$ cat src/rtl/sra_pkg.sv
package sra_pkg;
    localparam int NREG = 16;
    localparam int DW   = 8;
    localparam int PW   = $clog2(NREG);

    typedef logic [DW-1:0] byte_t;
    typedef logic [PW-1:0] ptr_t;

    localparam logic [2:0] CMD_HIGH = 3'b001;
    localparam ptr_t IDX_VEC = ptr_t'(2);
    localparam ptr_t IDX_CTL = ptr_t'(9);
    localparam ptr_t IDX_SH  = ptr_t'(7);
    localparam ptr_t IDX_EN  = ptr_t'(15);

    function automatic logic is_shared(ptr_t i);
        return (i == IDX_VEC) || (i == IDX_CTL);
    endfunction
endpackage

$ cat src/rtl/sra_ptr.sv
module sra_ptr
    import sra_pkg::*;
(
    input  logic  clk,
    input  logic  rst,
    input  logic  acc,
    input  logic  wr,
    input  byte_t wdata,
    output ptr_t  ptr_q
);
    typedef struct packed {
        ptr_t ptr;
    } ptr_st_t;

    ptr_st_t d, q;

    always_comb begin
        d = q;
        if (acc) begin
            if (wr && q.ptr == '0)
                d.ptr = {wdata[5:3] == CMD_HIGH, wdata[2:0]};
            else
                d.ptr = '0;
        end
    end

    always_ff @(posedge clk) begin
        if (rst) q <= '0;
        else     q <= d;
    end

    assign ptr_q = q.ptr;


    ptr_clear_chk: assert property (@(posedge clk) disable iff (rst)
        acc && q.ptr != '0 |=> q.ptr == '0);

    ptr_load_chk: assert property (@(posedge clk) disable iff (rst)
        acc && wr && q.ptr == '0 |=> q.ptr[2:0] == $past(wdata[2:0]));
endmodule

$ cat src/rtl/sra_regfile.sv
module sra_regfile
    import sra_pkg::*;
(
    input  logic                             clk,
    input  logic                             rst,
    input  logic                             we,
    input  logic                             chan,
    input  ptr_t                             idx,
    input  byte_t                            wdata,
    output logic [1:0][NREG-1:0][DW-1:0]     regs_o,
    output logic [1:0][DW-1:0]               shadow_o
);
    typedef struct packed {
        logic [1:0][NREG-1:0][DW-1:0] regs;
        logic [1:0][DW-1:0]           sh;
    } rf_st_t;

    rf_st_t d, q;

    always_comb begin
        d = q;
        if (we) begin
            if (is_shared(idx)) begin
                d.regs[0][idx] = wdata;
                d.regs[1][idx] = wdata;
            end else if (idx == IDX_SH && q.regs[chan][IDX_EN][0]) begin
                d.sh[chan] = wdata;
            end else begin
                d.regs[chan][idx] = wdata;
            end
        end
    end

    always_ff @(posedge clk) begin
        if (rst) q <= '0;
        else     q <= d;
    end

    assign regs_o   = q.regs;
    assign shadow_o = q.sh;


    shadow_guard_a_chk: assert property (@(posedge clk) disable iff (rst)
        we && !chan && idx == IDX_SH && q.regs[0][IDX_EN][0] |=> $stable(q.regs[0][IDX_SH]));

    shadow_guard_b_chk: assert property (@(posedge clk) disable iff (rst)
        we && chan && idx == IDX_SH && q.regs[1][IDX_EN][0] |=> $stable(q.regs[1][IDX_SH]));

    shared_sync_chk: assert property (@(posedge clk) disable iff (rst)
        regs_o[0][IDX_VEC] == regs_o[1][IDX_VEC] && regs_o[0][IDX_CTL] == regs_o[1][IDX_CTL]);
endmodule

$ cat src/rtl/sra_access.sv
module sra_access
    import sra_pkg::*;
#(
    parameter int RD_REGS = 6
) (
    input  logic                    clk,
    input  logic                    rst,
    input  logic                    acc_en,
    input  logic                    acc_wr,
    input  logic                    acc_chan,
    input  logic                    acc_data_sel,
    input  logic [DW-1:0]           wdata,
    output logic [DW-1:0]           rdata,
    input  logic [RD_REGS*DW-1:0]   stat_a,
    input  logic [RD_REGS*DW-1:0]   stat_b,
    input  logic [DW-1:0]           rx_data,
    output logic                    rx_pop,
    output logic                    tx_push,
    output logic [DW-1:0]           tx_data,
    output logic [NREG*DW-1:0]      cfg_a,
    output logic [NREG*DW-1:0]      cfg_b,
    output logic [DW-1:0]           shadow_a,
    output logic [DW-1:0]           shadow_b
);
    typedef struct packed {
        byte_t rdata;
    } top_st_t;

    top_st_t d, q;

    logic [1:0]                   ctl_acc;
    ptr_t [1:0]                   ptr;
    logic [1:0][NREG-1:0][DW-1:0] regs;
    logic [1:0][DW-1:0]           shad;
    ptr_t                         sel_ptr;
    logic [RD_REGS*DW-1:0]        sel_stat;
    byte_t                        rd_val;

    for (genvar c = 0; c < 2; c++) begin : g_chan
        assign ctl_acc[c] = acc_en && !acc_data_sel && (acc_chan == c[0]);
        sra_ptr u_ptr (
            .clk   (clk),
            .rst   (rst),
            .acc   (ctl_acc[c]),
            .wr    (acc_wr),
            .wdata (wdata),
            .ptr_q (ptr[c])
        );
    end

    assign sel_ptr  = ptr[acc_chan];
    assign sel_stat = acc_chan ? stat_b : stat_a;

    sra_regfile u_rf (
        .clk      (clk),
        .rst      (rst),
        .we       (acc_en && acc_wr && !acc_data_sel),
        .chan     (acc_chan),
        .idx      (sel_ptr),
        .wdata    (wdata),
        .regs_o   (regs),
        .shadow_o (shad)
    );

    always_comb begin
        rd_val = '0;
        for (int k = 0; k < RD_REGS; k++) begin
            if (sel_ptr == ptr_t'(k)) rd_val = sel_stat[k*DW +: DW];
        end
    end

    always_comb begin
        d = q;
        if (acc_en && !acc_wr) begin
            if (acc_data_sel) d.rdata = rx_data;
            else              d.rdata = rd_val;
        end
    end

    always_ff @(posedge clk) begin
        if (rst) q <= '0;
        else     q <= d;
    end

    assign rdata    = q.rdata;
    assign rx_pop   = acc_en && !acc_wr && acc_data_sel;
    assign tx_push  = acc_en && acc_wr && acc_data_sel;
    assign tx_data  = wdata;
    assign cfg_a    = regs[0];
    assign cfg_b    = regs[1];
    assign shadow_a = shad[0];
    assign shadow_b = shad[1];


    fifo_keeps_ptr_chk: assert property (@(posedge clk) disable iff (rst)
        acc_en && acc_data_sel |=> $stable(ptr));

    rx_capture_chk: assert property (@(posedge clk) disable iff (rst)
        rx_pop |=> rdata == $past(rx_data));

    direct_status_chk: assert property (@(posedge clk) disable iff (rst)
        acc_en && !acc_wr && !acc_data_sel && sel_ptr == '0 |=> rdata == $past(sel_stat[DW-1:0]));
endmodule

$ cat config.mk
export PLATFORM = sky130hd
export DESIGN_NAME = sra_access
export DESIGN_NICKNAME = d
export VERILOG_FILES = /design/src/rtl/sra_pkg.sv /design/src/rtl/sra_ptr.sv /design/src/rtl/sra_regfile.sv /design/src/rtl/sra_access.sv
export SDC_FILE = /design/constraint.sdc
export NUM_CORES = 1
export LEC_CHECK = 0
export ABC_AREA = 1
export BUFFER_PORTS_ARGS = -buffer_cell sky130_fd_sc_hd__buf_4
export CORE_UTILIZATION = 45
export DETAILED_ROUTE_END_ITERATION = 10
export HOLD_SLACK_MARGIN = 0.12
export PLACE_DENSITY = 0.73
export SYNTH_ARGS = -nofsm -noshare
export SYNTH_HDL_FRONTEND = slang
export SYNTH_SLANG_ARGS = --single-unit
$ cat constraint.sdc
create_clock -name clk -period 1.75 [get_ports clk]
set_input_delay 0 -clock clk [delete_from_list [all_inputs] [get_ports clk]]
set_output_delay 0 -clock clk [all_outputs]
set_load 0.01 [all_outputs]
* Word-level counts from Yosys, hierarchy flattened
Index checks and enable logic that the tools add are counted.
** Word-level totals
- Output and inout port bits :: 290
- Register bits :: 288
- Bits of input ports :: 118
** Operators by class
- Bitwise logic cells :: 2
- Equal/unequal tests :: 9
- Muxes and demuxes :: 26
- Order comparisons :: 4
- Reductions and logical operators :: 21
** Operators with widths (number)
- $mux W256 :: 2
- $bwmux W128 :: 2
- $bwmux W256 :: 1
- $mux W121 :: 2
- $demux W128 S1 :: 1
- $mux W128 :: 1
- $mux W8 :: 9
- $mux W48 :: 1
- $demux W8 S4 :: 1
- $bwmux W16 :: 1
- $mux W4 :: 4
- $logic_and A1 B1 Y1 :: 13
- $eq A4 B3 Y1 const B :: 3
- $logic_not A4 Y1 :: 3
- $demux W8 S1 :: 1
- $eq A4 B2 Y1 const B :: 2
- $lt A4 B5 Y1 const B :: 1
- $eq A4 B1 Y1 const B :: 1
- $eq A4 B4 Y1 const B :: 1
- $ge A4 B1 Y1 const B :: 1
- $eq A3 B1 Y1 const B :: 1
- $reduce_and A3 Y1 :: 1
- $logic_not A1 Y1 :: 2
- $lt A1 B2 Y1 const B :: 1
- other kinds (5) :: 6

* Longest topological paths before layout
Gate-level depths: netlist (run 1).
- Depth in word-level cells :: 11
- Mapped depth :: 13
- Depth with buffers taken out :: 11

* Cells and area by module
From an unflattened synthesis (run 1), not the netlist that was laid out.
** Second synthesis, totals
- Cells, all modules :: 2261
- Area total of the unflattened synthesis :: 14282.4 µm²
** Modules (own cells, without submodules)
- sra_regfile :: times used 1, cells each 1791, area each 12069.1 µm²
- sra_access :: times used 1, cells each 414, area each 1838.0 µm²
- sra_ptr :: times used 2, cells each 28, area each 187.7 µm²

* Worst setup path after synthesis (run 1)
No wires, ideal clock.
- Path kind :: register -> register
- Start point :: register g_chan[1].u_ptr.q, in the netlist g_chan[1].u_ptr.ptr_q[1]
- End point :: register u_rf.q, in the netlist u_rf.regs_o[7]
- Library setup time :: 0.116 ns
- Cell stages (with the launch flop) :: 11
- Arrival time :: 1.451 ns
- Setup slack :: 0.183 ns
- Data required time :: 1.634 ns
- Path buffers :: 0
- Cells stage by stage :: dfxtp_1 > nand2_1 > nand2_4 > nor2_4 > inv_2 > nor2_2 > inv_2 > nor3_4 > inv_2 > nor2_1 > nor2_1
** Between the ends
- Cells in the longest elaborated chain, start to end :: 11
** Ends and longest elaborated chain
- from (decl) :: line sra_ptr.sv:15 : ptr_st_t d, q;
- from (signal assigned) :: line sra_ptr.sv:28 : if (rst) q <= '0;
- from (signal assigned) :: line sra_ptr.sv:29 : else q <= d;
- $mux W4 (implied by the code) * (2 in a row) :: line sra_access.sv:51 : assign sel_ptr = ptr[acc_chan];
- $lt A4 B5 Y1 (implied by the code) or $ge A4 B1 Y1 (tied branches) :: line sra_regfile.sv:24, sra_regfile.sv:29
- $logic_and A1 B1 Y1 (implied by the code) :: line sra_regfile.sv:24, sra_regfile.sv:29
- $mux W8 (implied by the code) :: line sra_regfile.sv:24, sra_regfile.sv:29
- $demux W8 S4
- $mux W128 (implied by the code) :: line sra_regfile.sv:29 : d.regs[chan][idx] = wdata;
- $demux W128 S1
- $bwmux W256 :: line sra_regfile.sv:29
- $mux W256 :: line sra_regfile.sv:26 : end else if (idx == IDX_SH && q.regs[chan][IDX_EN][0]) begin
- $mux W256 :: line sra_regfile.sv:23 : if (is_shared(idx)) begin
- to (signal assigned) :: line sra_regfile.sv:35 : if (rst) q <= '0;
- to (signal assigned) :: line sra_regfile.sv:36 : else q <= d;
- to (decl) :: line sra_regfile.sv:18 : rf_st_t d, q;
Mark *: on every way between the ends. The rest lies on a longest branch, timed or not. The select of a mux whose other input is x is not followed.
A chain may end at the register's enable or synchronous reset.

* Worst setup path after layout (run 1)
- Start point :: register g_chan[1].u_ptr.q, in the netlist g_chan[1].u_ptr.ptr_q[1]
- End point :: register u_rf.q, in the netlist u_rf.regs_o[128]
** Between the ends
- Cells in the longest elaborated chain, start to end :: 11
** Ends and longest elaborated chain (line)
- $mux W4 (implied by the code) * (2 in a row) :: sra_access.sv:51
- $lt A4 B5 Y1 (implied by the code) or $ge A4 B1 Y1 (tied branches) :: sra_regfile.sv:25, sra_regfile.sv:29
- $logic_and A1 B1 Y1 (implied by the code) :: sra_regfile.sv:25, sra_regfile.sv:29
- $mux W8 (implied by the code) :: sra_regfile.sv:25, sra_regfile.sv:29
- $demux W8 S4
- $mux W128 (implied by the code) :: sra_regfile.sv:29
- $demux W128 S1
- $bwmux W256 :: sra_regfile.sv:29
- $mux W256 :: sra_regfile.sv:26
- $mux W256 :: sra_regfile.sv:23
Marks and branches as above.

==> results of run 1 <==
-- tightest hold or removal path, stage by stage --
cell and delay (ns):
buf_4 0.08, nand2_1 0.05, nand2_1 0.06, nand3_1 0.07, nand2_1 0.06, inv_1 0.04
nand4_1 0.08, nand2_1 0.05, a21oi_1 0.14
-- area by class of cell --
| cell class | count | area, µm² | area share, % |
|---|---|---|---|
| antenna | 1 | 2.50 | 0.0135 |
| clock buffer | 41 | 861 | 4.64 |
| clock inverter | 11 | 136 | 0.735 |
| inverter | 60 | 263 | 1.42 |
| multi-input combinational | 1155 | 5790 | 31.2 |
| sequential | 288 | 5780 | 31.1 |
| tap | 335 | 419 | 2.26 |
| timing repair buffer | 611 | 5320 | 28.7 |
-- how the worst min path moves through the flow --
stage                     to  slack (ns)
floorplan            tx_push        0.09
global placement     tx_push        0.34
detailed placement   tx_push        0.35
global route        rdata[0]        0.18
CTS                 rdata[7]        0.12
finish              rdata[5]        0.14
-- cells by family (layout without fill, tap and decap cells) --
logic type | count (synthesis) | after routing | synth area share [%]
other cells | 0 | 1 | 0
mux | 8 | 8 | 0.674
flops | 288 | 288 | 48.5
simple gates | 826 | 826 | 31.1
buf+inv | 168 | 723 | 6.16
compound gates | 321 | 321 | 13.5
-- through the flow --
step | instance area (µm²) | worst slack, ns
detailed placement | 15600 | -0.0462
global route | 18600 | -0.128
CTS | 17600 | -0.00583
global placement | 15600 | 0.00735
floorplan | 11900 | 0.183
finish | 18600 | -0.0425
-- per-layer routing --
layer  wire (µm)  track usage [%]  up-vias
met3        3810             5.37      121
met1       17700             37.8     6265
met4        1880             13.4        0
met2       23100             55.8      742
li1            -                -     6354
met5           0                0        -
-- synthesized netlist by cell type (3+ instances only) --
| master | n | area share (%) |
|---|---|---|
| nand2_4 | 3 | 0.28 |
| buf_2 | 23 | 0.97 |
| nor2_4 | 12 | 1.1 |
| o21ai_1 | 10 | 0.42 |
| mux2i_1 | 8 | 0.67 |
| a21oi_1 | 211 | 8.9 |
| nand3_1 | 163 | 6.9 |
| nand2_1 | 386 | 12 |
| o21ai_0 | 100 | 4.2 |
| nor3_4 | 12 | 1.6 |
| buf_1 | 6 | 0.19 |
| nand4_1 | 8 | 0.42 |
| inv_1 | 39 | 1.2 |
| buf_4 | 11 | 0.70 |
| nand2_2 | 23 | 1.2 |
| nor2_1 | 201 | 6.4 |
| clkbuf_1 | 65 | 2.1 |
| dfxtp_1 | 288 | 49 |
| nor2_2 | 12 | 0.63 |
| inv_2 | 19 | 0.60 |
-- state kept, by name (all words and copies together), names as in the netlist --
| signal | count |
|---|---|
| g_chan.u_ptr.ptr_q | 8 |
| rdata | 8 |
| u_rf.regs_o | 256 |
| u_rf.shadow_o | 16 |
-- what timing repair did --
item                                   4_1_cts  5_1_grt
pin swaps                                    3       65
buffers inserted                             4       40
setup endpoints to repair                   21      261
hold buffers                                97        0
cloned                                       0        6
endpoints found under the hold margin      288        0
resized for setup                            5      210
-- power groups by stage --
stage,clock network [mW],logic (mW),registers [mW]
after global placement,0,1.26,6.78
after global routing,6.73,1.78,6.64
final,6.43,1.69,6.64
after floorplan,0,0.663,6.79
after CTS,6.46,1.44,6.63
after detailed placement,0,1.27,6.78
==> impl_metrics.env, run 1 <==
export IMPL_gp_congestion=0.941
export IMPL_h_tree_depth=1
export IMPL_r2r_slack_ns=-0.04
export IMPL_violations="setup timing"
export IMPL_avgSynthCellArea_um2=7.37
export IMPL_grt_overflow=0
export IMPL_timing_rr_end="u_rf.regs_o[128]"
export IMPL_power_density_mw_per_mm2=795
export IMPL_hp_start="stat_a[45]"
export IMPL_drc_errors=0
export IMPL_combPwrFrac_pct=11.5
export IMPL_start_util_pct=45.7
export IMPL_tns_ns=-0.108
export IMPL_syn_area_mm2=0.0119
export IMPL_crit_chain="nand2_2 -> nand2_4 -> nand2_4 -> inv_4 -> nand3_4 -> nand2_8 -> buf_12 -> buf_12 -> nor3_4 -> buf_6 -> o21ai_1 -> nor2_1"
export IMPL_p_sw_share_pct=24.4
export IMPL_fin_ws_ns=-0.0425
export IMPL_grt_start_max_net_pins=179
export IMPL_synth_edf_count=0
export IMPL_crit_cells=12
export IMPL_finalMaxSlewViolations=0
export IMPL_critPathBufInv=4
export IMPL_stdcell_count=2502
export IMPL_cts_root_buf="clkbuf_16"
export IMPL_yosys_register_bits=288
export IMPL_max_freq_mhz=558
export IMPL_cts_buffer_depth=3
export IMPL_critical_path_required_ns=2.23
export IMPL_period_share_pct=102
export IMPL_synthesis_nets=1729
export IMPL_nFillCells=1939
export IMPL_power_frac_clock_pct=43.6
export IMPL_dp_cells=2310
export IMPL_dr_total_vias=13500
export IMPL_status="finished, violations left"
export IMPL_drt_first_pass_iters=6
export IMPL_whs_ns=0.136
export IMPL_rows=59
export IMPL_drtIter0Drc=1337
export IMPL_vdd_drop_max_v=0.000723
export IMPL_grt_use_total_pct=31.6
export IMPL_drive_above_1_share_pct=33.7
export IMPL_wl_um=46500
export IMPL_yosys_warnings=0
export IMPL_viasPerCell=5.39
export IMPL_fp_dieH_um=164
export IMPL_cp_start_kind="register"
export IMPL_wire_per_inst_um=18.6
export IMPL_setup_viol=7
export IMPL_dieWidth_um=164
export IMPL_r2r_cells=12
export IMPL_synthArstFlopShare_pct=0
export IMPL_path_delay_family="simple AND/OR/NAND/NOR gates"
export IMPL_regToRegStartpoint="g_chan[1].u_ptr.ptr_q[1]"
export IMPL_critPathMaxStageDelay_ns=0.34
export IMPL_syn_inst=1611
export IMPL_rsz0062_at_grt="yes"
export IMPL_worstMarginPinSlew_ns=0.819
export IMPL_drtAntennaViolNets=0
export IMPL_slew_headroom_pct=45.4
export IMPL_pwr_share_seq_pct=45.0
export IMPL_path_clk_slew_ns=0.07
export IMPL_startpoint="g_chan[1].u_ptr.ptr_q[1]"
export IMPL_grt_pass1_vias=12300
export IMPL_final_nets=2262
export IMPL_criticalPathCategory="reg2reg"
export IMPL_cts_tree="done"
export IMPL_critPathCaptureType="register"
export IMPL_io_buffers=407
export IMPL_utilization_pct=71.4
export IMPL_fp_coreArea_mm2=0.0260
export IMPL_yosysSeqAreaShare_pct=48.5
export IMPL_antenna_found_initial=1
export IMPL_skew_ns=0.0174
export IMPL_crit_slowest_cell="dfxtp_2"
export IMPL_clk_insertion_delay_late_ns=0.54
export IMPL_post_dp_hpwl_um=28700
export IMPL_dieArea_mm2=0.0271
export IMPL_endpoint="u_rf.regs_o[128]"
export IMPL_period_needed_ns=1.79
export IMPL_hold_path_cell_count=9
export IMPL_syn_to_final_growth_pct=56.3
export IMPL_power_leakage_nw=8.21
export IMPL_cts_inserted_buffers=28
export IMPL_p_switching_mw=3.59
export IMPL_cap_viol_max_count=0
export IMPL_layout_commonest_cell="buf_4"
export IMPL_io_pins=408
export IMPL_min_path_type="in2reg"
export IMPL_total_power_mw=14.8
export IMPL_critPathMaxFanout=7
export IMPL_grt_pass1_wl_um=66900
export IMPL_cts_num_sinks=288
export IMPL_arrival_ns=2.27
export IMPL_yosysUniqueCellTypes=27
export IMPL_layout_common_cells="buf_4, nand2_1, dfxtp_1, nor2_1, a21oi_1"
export IMPL_internal_power_mw=11.2
export IMPL_ys_flop_type="dfxtp_1"
export IMPL_hold_violations=0
Note: power is estimated with default switching activity, not from simulation.
==> run 2: changes to the inputs <==
Settings changed: PLACE_DENSITY 0.73 to 0.71, SYNTH_HIERARCHICAL set to 1.
==> run 2 against run 1 <==
  * The run now ends clean
  * First-iteration DRC count grew 4.7%
  * Worst setup slack gained 0.069 ns
  * Combinational power is essentially flat
  * Sequential power is essentially flat
  * Clock power grew 2%
  * Maximum frequency grew 4.0%
  * Wire length grew 7.9%
  * Via count grew 19%
  * Largest cell class unchanged
==> impl_metrics.env, run 2 <==
export IMPL_status="finished, final reports clean"
export IMPL_period_needed_ns=1.72
export IMPL_skew_ns=0.0192
export IMPL_setup_viol=0
export IMPL_dr_total_vias=16100
export IMPL_cts_buffer_depth=3
export IMPL_antenna_cells=0
export IMPL_avgSynthCellArea_um2=6.32
export IMPL_start_util_pct=46.2
export IMPL_r2r_slack_ns=0.03
export IMPL_yosysSeqAreaShare_pct=40.4
export IMPL_power_density_mw_per_mm2=717
export IMPL_syn_inst=2261
export IMPL_grt_pass1_vias=15000
export IMPL_layout_commonest_cell="nand2_1"
export IMPL_min_path_type="in2reg"
export IMPL_fp_coreArea_mm2=0.0309
export IMPL_fp_dieH_um=180
export IMPL_whs_ns=0.136
export IMPL_hp_start="stat_b[7]"
export IMPL_hold_violations=0
export IMPL_post_place_ws_ns=-0.0763
export IMPL_synthMostInstantiatedCell="nand2_1"
export IMPL_post_dp_hpwl_um=32400
export IMPL_critPathCaptureType="register"
export IMPL_crit_slowest_cell="dfxtp_1"
export IMPL_synth_edf_count=0
export IMPL_antenna_found_initial=0
export IMPL_largest_register_ffs=256
export IMPL_wl_met3_um=4690
export IMPL_synth_commonest_cells="nand2_1, nor2_1, inv_1"
export IMPL_h_tree_depth=1
export IMPL_critical_path_required_ns=2.21
export IMPL_drtAntennaViolNets=0
export IMPL_cts_num_sinks=288
export IMPL_drc_errors=0
export IMPL_internal_power_mw=11.1
export IMPL_pwr_share_seq_pct=44.5
export IMPL_hold_path_cell_count=11
export IMPL_timing_rr_end="u_rf/regs_o[248]"
export IMPL_grt_pass1_wl_um=77700
export IMPL_synth_top_area_share_pct=40.4
export IMPL_highest_layer="met4"
export IMPL_arrival_ns=2.19
export IMPL_synthArstFlopShare_pct=0
export IMPL_grt_use_total_pct=29.2
export IMPL_syn_area_mm2=0.0143
export IMPL_stdcell_count=3185
export IMPL_cts_root_buf="clkbuf_16"
export IMPL_cp_common_cell="nand2_4"
export IMPL_slew_headroom_pct=62.8
export IMPL_drt_first_pass_iters=6
export IMPL_syn_to_final_growth_pct=45.1
export IMPL_io_buffers=407
export IMPL_cts_tree="done"
export IMPL_cts_inserted_buffers=31
export IMPL_final_nets=2882
export IMPL_drive_above_1_share_pct=25.2
export IMPL_dieArea_mm2=0.0325
export IMPL_p_sw_share_pct=25.3
export IMPL_cp_start_kind="register"
export IMPL_critPathMaxStageDelay_ns=0.36
export IMPL_grt_start_max_net_pins=66
export IMPL_power_leakage_nw=10.3
export IMPL_regToRegStartpoint="g_chan[1].u_ptr/ptr_q[1]"
export IMPL_fin_ws_ns=0.0264
export IMPL_worstMarginPinSlew_ns=0.556
export IMPL_io_pins=408
export IMPL_route_met2_wl_um=23100
export IMPL_ys_flop_type="dfxtp_1"
export IMPL_crit_chain="nand2_2 -> nand2_4 -> nand2_4 -> nor2_4 -> nand2_8 -> buf_12 -> clkbuf_16 -> nand3_4 -> nand2_1 -> inv_1 -> nor2_1"
export IMPL_vdd_drop_max_v=0.000661
export IMPL_max_freq_mhz=580
export IMPL_r2r_cells=11
export IMPL_power_frac_clock_pct=44.2
export IMPL_criticalPathCategory="reg2reg"
export IMPL_synthTopCellsByArea="dfxtp_1, nand2_1, nor2_1, nand4_1, inv_1"
export IMPL_path_clk_slew_ns=0.06
export IMPL_wl_um=50200
export IMPL_dp_cells=3027
export IMPL_yosys_register_bits=288
export IMPL_layout_common_cells="nand2_1, buf_4, nor2_1, inv_1, dfxtp_1"
export IMPL_rsz0062_at_grt="yes"
export IMPL_p_switching_mw=3.76
export IMPL_grt_overflow=0
export IMPL_period_share_pct=98.5
export IMPL_gp_congestion=0.874
export IMPL_rows=64
export IMPL_finalMaxSlewViolations=0
export IMPL_synthesis_nets=2379
export IMPL_yosysUniqueCellTypes=26
export IMPL_combPwrFrac_pct=11.3
export IMPL_viasPerCell=5.04
export IMPL_yosys_warnings=6
export IMPL_drtIter0Drc=1400
export IMPL_cap_viol_max_count=0
export IMPL_critPathMaxFanout=8
export IMPL_hold_end="rdata[7]"
export IMPL_clk_insertion_delay_late_ns=0.58
export IMPL_wire_per_inst_um=15.8
export IMPL_dieWidth_um=180
export IMPL_wl_met1_um=20600
export IMPL_yosys_area_top_type="dfxtp_1"
run 2: changes by cell type in the layout (fill, tap and decap cells not counted), sizes merged, moves of 13 or more:
cell,before,now
a21oi,211,48
buf,508,529
dlygate4sd3,97,75
inv,60,335
nand2,412,694
nand3,164,33
nand4,8,212
nor2,225,494
nor3,13,0
o21ai,110,15
run 2: cell type report:
type,instances,area (µm²)
fillers,2636,10200
multi-input cells,1500,6970
flip-flops and latches,288,5770
repair buffers,610,5220
inverters,333,1260
clock buffers,49,893
well taps,396,495
clock inverters,9,121
run 2: worst max-delay path, delay by kind of cell, from the launching register on:
kind,cells,cell delay (ns)
DFF,1,0.36
and+or+nand+nor,8,0.88
buffers and inverters,3,0.37
run 2: timing repair:
action | CTS | global route
hold buffers | 75 | 0
endpoints found under the hold margin | 286 | 0
setup buffers | 0 | 18
gates resized for setup | 5 | 125
setup endpoints to repair | 31 | 258
gates cloned | 0 | 7
pin swaps | 0 | 32
run 2: how the worst max path moves through the flow:
stage,from,end,slack [ns],depth (start not counted)
global route,g_chan[0].u_ptr/ptr_q[1],u_rf/regs_o[6],-0.05,9
global placement,g_chan[0].u_ptr/ptr_q[3],u_rf/regs_o[200],0.01,9
floorplan,acc_data_sel,u_rf/regs_o[40],0.04,10
detailed placement,g_chan[0].u_ptr/ptr_q[3],u_rf/regs_o[73],-0.08,9
CTS,g_chan[0].u_ptr/ptr_q[3],u_rf/regs_o[67],-0.002,11
finish,g_chan[1].u_ptr/ptr_q[1],u_rf/regs_o[248],0.03,11
run 2: routing by layer:
| metal | vias to the layer above | global-route usage, % |
|---|---|---|
| met1 | 7270 | 37.3 |
| li1 | 7922 | - |
| met4 | 0 | 11.8 |
| met2 | 731 | 48.5 |
| met3 | 137 | 5.58 |
| met5 | - | 0 |
run 2: kinds of logic (layout without fill, tap and decap cells):
kind of cell           after synthesis  in the layout  synth area share, %
flip-flops                         288            288                 40.4
AND/OR/NAND/NOR                   1436           1437                 43.6
AO/OA/AOI/OAI                       63             63                 2.29
buffers and inverters              474           1001                 13.8
run 2: power groups by stage:
stage / clock (mW) / sequential, mW / combinational (mW)
after global routing: 6.93 / 6.62 / 1.83
final: 6.57 / 6.62 / 1.68
after floorplan: 0 / 6.78 / 0.791
after CTS: 6.65 / 6.62 / 1.57
after detailed placement: 0 / 6.77 / 1.43
after global placement: 0 / 6.76 / 1.41
run 2: through the flow:
step / TNS [ns] / utilization (%) / total power [mW] / cell area [µm²]
after floorplan: 0 / - / 7.57 / 14300
after global placement: 0 / 58.7 / 8.17 / 18100
after detailed placement: -1.22 / 58.7 / 8.19 / 18100
after CTS: -0.00177 / 64.5 / 14.8 / 19900
after global routing: -1.03 / 67.1 / 15.4 / 20700
final: 0 / 67.1 / 14.9 / 20700
